## config.mk

```make
export PLATFORM = sky130hd
export DESIGN_NAME = mov_core
export DESIGN_NICKNAME = d
export VERILOG_FILES = /design/src/rtl/mov_core_pkg.sv /design/src/rtl/mov_onehot_dec.sv /design/src/rtl/mov_ctrl.sv /design/src/rtl/mov_datapath.sv /design/src/rtl/mov_core.sv
export SDC_FILE = /design/constraint.sdc
export NUM_CORES = 1
export LEC_CHECK = 0
export CAP_MARGIN = 0
export CORE_AREA = 3 3 170 122
export CTS_CLUSTER_SIZE = 20
export DETAILED_ROUTE_END_ITERATION = 8
export DIE_AREA = 0 0 173 125
export PLACE_DENSITY_LB_ADDON = 0.2
export SYNTH_ARGS = -nofsm -noshare
export SYNTH_HDL_FRONTEND = slang
export SYNTH_SLANG_ARGS = --single-unit
```

## constraint.sdc

```tcl
create_clock -name clk -period 2 [get_ports clk]
set_input_delay 0.5 -clock clk [delete_from_list [all_inputs] [get_ports clk]]
set_output_delay 0.5 -clock clk [all_outputs]
set_load 0.05 [all_outputs]
```

## src/rtl/mov_core_pkg.sv

```systemverilog
package mov_core_pkg;
  localparam int DATA_W = 16;
  localparam int ADDR_W = 16;
  localparam int SEL_W  = 4;
  localparam int OPC_W  = 4;
  localparam int NREG   = 1 << SEL_W;

  // register numbers whose position the decode depends on
  localparam int IDX_NONE  = 0;
  localparam int IDX_LED   = 6;
  localparam int IDX_SW    = 7;
  localparam int IDX_SEG   = 8;
  localparam int IDX_DSTOP = 11;
  localparam int IDX_PC    = 14;
  localparam int IDX_IR    = 15;

  localparam logic [OPC_W-1:0] OPC_MOVE = '0;

  function automatic logic bus_writable(input int idx);
    return !(idx == IDX_NONE || idx == IDX_SW || idx == IDX_DSTOP ||
             idx == IDX_IR || idx == IDX_PC);
  endfunction
endpackage

```

## src/rtl/mov_onehot_dec.sv

```systemverilog
module mov_onehot_dec #(
  parameter int SEL_W = 4,
  localparam int LINES = 1 << SEL_W
) (
  input  logic [SEL_W-1:0] sel,
  output logic [LINES-1:0] lines
);
  // line 0 stays inactive: number 0 selects nothing
  for (genvar n = 0; n < LINES; n++) begin : g_line
    if (n == 0) begin : g_none
      assign lines[n] = 1'b0;
    end else begin : g_sel
      assign lines[n] = (sel == SEL_W'(n));
    end
  end
endmodule

```

## src/rtl/mov_ctrl.sv

```systemverilog
module mov_ctrl
  import mov_core_pkg::*;
#(
  parameter int DW = DATA_W,
  parameter int AW = ADDR_W,
  parameter int SW_ = SEL_W,
  parameter int OW = OPC_W
) (
  input  logic          clk,
  input  logic          rst,
  input  logic [DW-1:0] instr,
  input  logic          pc_load,
  input  logic [AW-1:0] pc_wdata,
  output logic [AW-1:0] pc,
  output logic [DW-1:0] ir,
  output logic [SW_-1:0] src_sel,
  output logic [SW_-1:0] dst_sel
);
  localparam int OPC_LSB = DW - OW;

  logic is_move;
  assign is_move = (instr[DW-1:OPC_LSB] == OW'(OPC_MOVE));

  always_ff @(posedge clk) begin
    if (rst) begin
      pc      <= '0;
      ir      <= '0;
      src_sel <= '0;
      dst_sel <= '0;
    end else begin
      pc <= pc_load ? pc_wdata : pc + 1'b1;
      ir <= instr;
      if (is_move) begin
        src_sel <= instr[2*SW_-1:SW_];
        dst_sel <= instr[SW_-1:0];
      end else begin
        src_sel <= '0;
        dst_sel <= '0;
      end
    end
  end

  // counter advances by one when not loaded
  a_r1_pc_step: assert property (@(posedge clk) disable iff (rst)
    !pc_load |=> (pc == $past(pc) + 1'b1));
  // a load takes the bus value
  a_r9_pc_load: assert property (@(posedge clk) disable iff (rst)
    pc_load |=> (pc == $past(pc_wdata)));
  // fields of a move word become the selects
  a_r2_fields: assert property (@(posedge clk) disable iff (rst)
    (instr[DW-1:OPC_LSB] == '0) |=>
      (src_sel == $past(instr[7:4]) && dst_sel == $past(instr[3:0])));
  // other opcodes leave both selects idle
  a_r7_idle: assert property (@(posedge clk) disable iff (rst)
    (instr[DW-1:OPC_LSB] != '0) |=> (src_sel == '0 && dst_sel == '0));
endmodule

```

## src/rtl/mov_datapath.sv

```systemverilog
module mov_datapath
  import mov_core_pkg::*;
#(
  parameter int DW = DATA_W,
  parameter int AW = ADDR_W,
  parameter int NR = NREG
) (
  input  logic          clk,
  input  logic          rst,
  input  logic [NR-1:0] drv_en,
  input  logic [NR-1:0] ld_en,
  input  logic [DW-1:0] sw,
  input  logic [AW-1:0] pc,
  input  logic [DW-1:0] ir,
  output logic [DW-1:0] bus,
  output logic          pc_load,
  output logic [DW-1:0] led,
  output logic [DW-1:0] seg
);
  logic [NR-1:0][DW-1:0] src_val;

  for (genvar i = 0; i < NR; i++) begin : g_reg
    if (i == IDX_NONE) begin : g_zero
      assign src_val[i] = '0;
    end else if (i == IDX_PC) begin : g_pc
      assign src_val[i] = DW'(pc);
    end else if (i == IDX_IR) begin : g_ir
      assign src_val[i] = ir;
    end else if (i == IDX_SW) begin : g_sw
      logic [DW-1:0] q;
      always_ff @(posedge clk) begin
        if (rst) q <= '0;
        else     q <= sw;
      end
      assign src_val[i] = q;
    end else if (!bus_writable(i)) begin : g_ro
      logic [DW-1:0] q;
      always_ff @(posedge clk) begin
        if (rst) q <= '0;
      end
      assign src_val[i] = q;
    end else begin : g_rw
      logic [DW-1:0] q;
      always_ff @(posedge clk) begin
        if (rst)           q <= '0;
        else if (ld_en[i]) q <= bus;
      end
      assign src_val[i] = q;
    end
  end

  always_comb begin
    bus = '0;
    for (int i = 0; i < NR; i++) begin
      bus |= {DW{drv_en[i]}} & src_val[i];
    end
  end

  assign pc_load = ld_en[IDX_PC];
  assign led     = src_val[IDX_LED];
  assign seg     = src_val[IDX_SEG];

  // at most one driver and one loader
  a_r8_onehot: assert property (@(posedge clk) disable iff (rst)
    $onehot0(drv_en) && $onehot0(ld_en));
  // switch register follows the pins
  a_r6_sw_follow: assert property (@(posedge clk) disable iff (rst)
    1'b1 |=> (src_val[IDX_SW] == $past(sw)));
  // no driver means a cleared destination
  a_r4_zero_src: assert property (@(posedge clk) disable iff (rst)
    (ld_en[1] && drv_en == '0) |=> (src_val[1] == '0));
  // destination operand register never changes after reset
  a_r5_ro_dstop: assert property (@(posedge clk) disable iff (rst)
    ld_en[IDX_DSTOP] |=> $stable(src_val[IDX_DSTOP]));
  // a loaded register holds the bus value
  a_r3_copy: assert property (@(posedge clk) disable iff (rst)
    ld_en[IDX_LED] |=> (led == $past(bus)));
endmodule

```

## src/rtl/mov_core.sv

```systemverilog
module mov_core
  import mov_core_pkg::*;
(
  input  logic              clk,
  input  logic              rst,
  input  logic [DATA_W-1:0] sw,
  input  logic [DATA_W-1:0] instr,
  output logic [ADDR_W-1:0] pc_addr,
  output logic [DATA_W-1:0] led,
  output logic [DATA_W-1:0] seg
);
  logic [SEL_W-1:0]  src_sel, dst_sel;
  logic [NREG-1:0]   drv_en, ld_en;
  logic [DATA_W-1:0] ir, bus;
  logic              pc_load;

  mov_ctrl u_ctrl (
    .clk      (clk),
    .rst      (rst),
    .instr    (instr),
    .pc_load  (pc_load),
    .pc_wdata (bus[ADDR_W-1:0]),
    .pc       (pc_addr),
    .ir       (ir),
    .src_sel  (src_sel),
    .dst_sel  (dst_sel)
  );

  mov_onehot_dec #(.SEL_W(SEL_W)) u_src_dec (.sel(src_sel), .lines(drv_en));
  mov_onehot_dec #(.SEL_W(SEL_W)) u_dst_dec (.sel(dst_sel), .lines(ld_en));

  mov_datapath u_dp (
    .clk     (clk),
    .rst     (rst),
    .drv_en  (drv_en),
    .ld_en   (ld_en),
    .sw      (sw),
    .pc      (pc_addr),
    .ir      (ir),
    .bus     (bus),
    .pc_load (pc_load),
    .led     (led),
    .seg     (seg)
  );
endmodule

```

# Word-level counts from Yosys, hierarchy flattened
# Cells that the tools add are included.
# W data, S select, Z words.
# totals
regBits,232
elab_cells,74
out_inout_bits,48
in_bits,34
# op_classes
n_mux,1
addsub,1
bitwise,28
n_eq_ne,26
reduce_logical,2
# ops
operator,count
$and A16 B16 Y16,14
$or A16 B16 Y16,13
$eq A4 B4 Y1 const B,13
$eq A4 B3 Y1 const B,7
$add A16 B1 Y16 const B,1
$eq A4 B2 Y1 const B,4
$mux W16,1
$eq A4 B1 Y1 const B,2
$logic_not A4 Y1,1
$reduce_or A2 Y1,1
$not A1 Y1,1

# Depth between registers and ports, before layout
# logic_depth
depth_word,16
ltp_mapped,9
mapped_depth_nobuf,6

# Hierarchy
# Synthesis repeated with hierarchy kept, for this count alone.
# unflattened
cells_unflattened,1035
hier_area_um2,10435.0
# modules_own_cells
mod,area_per_inst_um2,n_inst,cells_each,seq_area_each_um2
mov_datapath,8358.0,1,835,3843.7
mov_ctrl,1549.0,1,158,800.8
mov_onehot_dec,264.0,2,21,0.0

# Worst setup path before layout
# OpenSTA, ideal clock, no wires.
# synth_path
path_kind,reg2reg
startpoint,reg u_ctrl.pc[6]
endpoint,reg u_ctrl.pc[13]
arrival_ns,1.898
period_less_slack_ns,1.983
setup_time_ns,0.086
t_required_ns,1.914
slack_ns,0.017
stages_incl_launch_ff,6
n_path_buf,0
path_cell_list,dfxtp_1 nand4_1 nor4_2 nand3_1 xnor2_1 a211oi_1
# synth_via
elab_chain_len,2
# synth_rtl
item,line,source
"start, declared",mov_ctrl.sv:14,"output logic [AW-1:0] pc,"
"start signal, assigned",mov_ctrl.sv:31,pc <= pc_load ? pc_wdata : pc + 1'b1;
$add A16 B1 Y16,mov_ctrl.sv:31,
$mux W16,mov_ctrl.sv:31,
# No other way between the ends.
# A chain may end at the register's enable or synchronous reset.

# Worst setup path after layout
# layout_path
startpoint,reg u_ctrl.src_sel[0]
endpoint,reg u_ctrl.pc[3]
# layout_via
elab_chain_len,16
word_cells_on_any_way,42
cone_classes,14 x eq/ne; 1 x mux; 27 x bitwise
# layout_rtl
item,line,source
"start, declared",mov_ctrl.sv:16,"output logic [SW_-1:0] src_sel,"
"start signal, assigned",mov_ctrl.sv:34,src_sel <= instr[2*SW_-1:SW_];
$eq A4 B1 Y1 / $eq A4 B2 Y1 (equally long branches),mov_onehot_dec.sv:13,assign lines[n] = (sel == SEL_W'(n));
$and A16 B16 Y16,mov_datapath.sv:55,bus |= {DW{drv_en[i]}} & src_val[i];
$or A16 B16 Y16 (12 in a row),mov_datapath.sv:55,
$or A16 B16 Y16 (*),mov_datapath.sv:55,
$mux W16 (*),mov_ctrl.sv:31,
# Every way passes the cells marked *; elsewhere a longest branch is shown, timed or not.

==> metrics.md <==
| Metric | Value |
|---|---|
| Post-Syn Instances | `between 1000 and 1500` |
| Post-synth top area share | `a little under half` |
| Critical path type | `flop to flop` |
| Number of cells on the critical path | `10` |
| CTS hold repair buffers | `0` |
| Setup ws final | `-0.2334 ns` |
| Post-DRT Antenna Nets | `0` |
| Commonest non-fill, non-tap cell in the layout | `dfxtp_1` |
| WP data arrival | `2.61 ns` |
| Post-route clock period utilization | `111.7%` |
| Met2 wire length | `between 15000 and 20000 um` |
| Fin crit period | `about 2.2 ns` |
| I/O pin count | `82` |
| # fillers | `1242` |
| Crit end category | `flop` |
| Via Count | `10300` |
| Clock sink count | `232` |
| Rel. slew slack | `55.90%` |
| Fmax | `approximately 0.45 GHz` |
| Finish-stage setup viols | `170` |
| DR iter-0 viols | `~1400` |
| Full die area | `about 22000 um^2` |
| Synth cell types | `64` |
| TritonRoute pass-1 iters | `5` |
| Reg clk slew, reported paths | `about 0.08 ns` |
| Slowest cell on crit path | `dfxtp_4` |
| Worst Path Required | `around 2.4 ns` |
| Sw Share | `a little under a quarter` |
| Fin Setup TNS | `-21.14 ns` |
| Syn. warnings | `0` |
| Hold path depth | `3` |
| Die Ht | `125 um` |
| Tot GR Track Use | `approximately 33%` |
| Initial cell density of the core | `around 52%` |
| Peak supply drop | `0.5853 mV` |
| CORE AREA | `around 19000 um^2` |
| H-Tree Depth | `1` |
| Static leakage | `5.124 nW` |
| Top post-synthesis cells by area | `dfxtp_1, a211oi_1, nor2_1` |
| GPL Wtd Cong | `0.9655` |
| CTS tree | `built` |
| FF-to-FF path depth | `10` |
| GRT Residual Overflow | `0` |
| Buf/Inv on CP | `5` |
| Routed length on met1 | `~16000 um` |
| Commonest cells after routing, fill and taps aside | `dfxtp_1, nor2_1, buf_4` |
| Max clock buf depth | `3` |
| Top delay family on crit path | `buffers and inverters` |
| CP Capture Point | `u_ctrl.pc[3]` |
| Max stage delay on crit path | `~0.40 ns` |
| # port buffers | `81` |
| Post-DP HPWL | `23690 um` |
| Num rows | `42` |
| Max-Cap Viols | `0` |
| Top routing layer used | `met4` |
| Worst hold path class | `primary input to flop` |
| Final hold violations | `0` |
| Post-synth EDFFs | `0` |
| Crit-path cells | `buf_4, buf_6, nor2b_4, buf_6, a22oi_2, o32ai_2, buf_4, nor3_4, buf_6, a211oi_1` |
| Slew at the pin closest to its max-slew limit | `between 0.6 and 0.7 ns` |
| Startpoint Class | `flop` |
| Seq pwr share | `around 50%` |
| Reg-to-reg slack, setup | `-0.23 ns` |
| Diodes inserted | `0` |
| Pre-CTS setup slack | `-0.6001 ns` |
| Initial antenna violation count | `0` |
| Pwr per Cell Area | `658.9 nW/um^2` |
| FF-to-FF Start | `u_ctrl.src_sel[0]` |
| WL met3 | `about 5400 um` |
| Syn nets | `~1100` |
| Dominant cell type by area after synthesis | `dfxtp_1` |
| Critical Path Source | `u_ctrl.src_sel[0]` |
| Max-slew violation count | `0` |
| CTS root buffer | `clkbuf_16` |
| Num CTS Buffers | `23` |
| Vias in the first global route | `between 9000 and 10000` |
| Worst-skew pair later-pin latency | `between 0.5 and 0.6 ns` |
| Most frequent cell on the critical path | `buf_6` |
| Layout cells sized above 1 | `roughly 38%` |
| P_int | `between 7 and 8 mW` |
| Status | `finished with violations` |
| Critical R2R Capture | `u_ctrl.pc[3]` |
| Nets | `approximately 1300` |
| Total routed wirelength | `40200 um` |
| Clock power share | `45.3%` |
| Crit-path max FO | `7` |
| Largest net degree at the start of global routing | `130` |
| Routed len/inst | `~26 um` |
| Combinational share of power | `under 10%` |
| Failing checks | `setup timing` |
| Global-route wire length before repair | `approximately 57000 um` |
| Max Clock Skew | `0.02081 ns` |
| NetSw | `about 2.2 mW` |
| Die span in x | `173 um` |
| Post-Syn Area per Cell | `around 9.2 um^2` |
| Main flop type after synthesis | `dfxtp_1` |
| Cell Area, Synth | `about 10000 um^2` |
| Flops & latches, synth | `~230` |
| Final Core Density | `between 70 and 80%` |
| Avg Vias per Cell | `6.537` |
| DRC errors left | `0` |
| Sequential fraction of the synthesis area | `46.57%` |
| Min Hold Slack | `~0.48 ns` |
| RSZ-0062 raised after global routing | `true` |
| Layout area overhead | `44.88%` |
| Async set or reset register ratio after synthesis | `0%` |
## cells in the mapped netlist (5+ instances only)
library cell  count
dfxtp_1         232
nor2_1          205
a211oi_1        171
clkbuf_1         62
nor2b_1          46
mux2i_1          37
buf_2            34
a22oi_1          27
nand2_1          27
mux2_2           23
a32oi_1          16
nor3_1           15
nand3_1          13
and2_1           10
a221oi_1          9
buf_4             9
nand4_1           9
o21ai_0           9
xor2_1            9
o221ai_1          8
and3_1            6
nor3b_1           6
o32ai_1           6
nand2b_1          5
o211ai_1          5
o22ai_1           5
## state kept, by name, indices dropped and copies added, names as in the netlist
| register | flops |
|---|---|
| u_dp.seg | 16 |
| u_ctrl.pc | 16 |
| u_ctrl.ir | 16 |
| u_ctrl.src_sel | 4 |
| u_dp.g.g_sw.q | 16 |
| u_dp.led | 16 |
| u_dp.g.g_rw.q | 144 |
| u_ctrl.dst_sel | 4 |
## worst min-delay path by stage
stage,from,end,slack (ns)
after floorplan,u_dp.g_reg[3].g_rw.q[12],u_dp.g_reg[3].g_rw.q[12],0.45
after global routing,u_dp.g_reg[13].g_rw.q[14],u_dp.g_reg[13].g_rw.q[14],0.52
final,rst,u_dp.g_reg[7].g_sw.q[12],0.48
after CTS,rst,u_dp.g_reg[7].g_sw.q[8],0.49
after global placement,u_dp.g_reg[3].g_rw.q[13],u_dp.g_reg[3].g_rw.q[13],0.46
after detailed placement,u_dp.g_reg[3].g_rw.q[13],u_dp.g_reg[3].g_rw.q[13],0.48
## area by class of cell
type,count,area [um^2],area share (%)
multi-input cells,730,5708,39.51
flip-flops and latches,232,4659,32.25
clock inverters,8,97.59,0.6755
repair buffers,304,2993,20.72
inverters,6,30.03,0.2078
well taps,264,330.3,2.286
clock buffers,32,629.4,4.356
## stage by stage
stage               total power [mW]  cells  cell area [um^2]
floorplan                      5.008   1079              9972
global placement               5.206   1454             11750
detailed placement             5.208   1454             11750
CTS                            9.440   1545             13440
global route                   9.737   1576             14450
finish                         9.519   1576             14450
## tightest hold or removal path: cells and delay by family
family        cells  cell delay [ns]
buf+inv           2             0.30
simple gates      1             0.15
## metal layers
layer	up-vias	track usage (%)
li1	4397	-
met1	4840	46.82
met2	838	47.46
met3	228	8.909
met4	0	13.10
met5	-	0
## power by group through the flow
stage / clock network, mW / registers (mW) / logic (mW)
finish: 4.31 / 4.72 / 0.484
global route: 4.51 / 4.72 / 0.505
CTS: 4.30 / 4.72 / 0.424
detailed placement: 0 / 4.82 / 0.386
global placement: 0 / 4.82 / 0.383
floorplan: 0 / 4.83 / 0.178
## timing repair
item                       CTS  global route
setup endpoints to repair  192           192
setup buffers               51            33
gates resized for setup    120           149
pin swaps                   33            36
gates cloned                 3             2
## kinds of logic (layout without fill, tap and decap cells)
group           Yosys count  count (layout)  share of synthesized area (%)
xor+xnor                 12              12                          1.054
fa+ha+maj                 1               1                         0.1255
buf+inv                 117             350                          5.483
flops                   232             232                          46.57
compound gates          290             290                          22.57
simple gates            365             365                          17.43
mux                      62              62                          6.763
No activity file was read; power rests on OpenSTA's default activity.
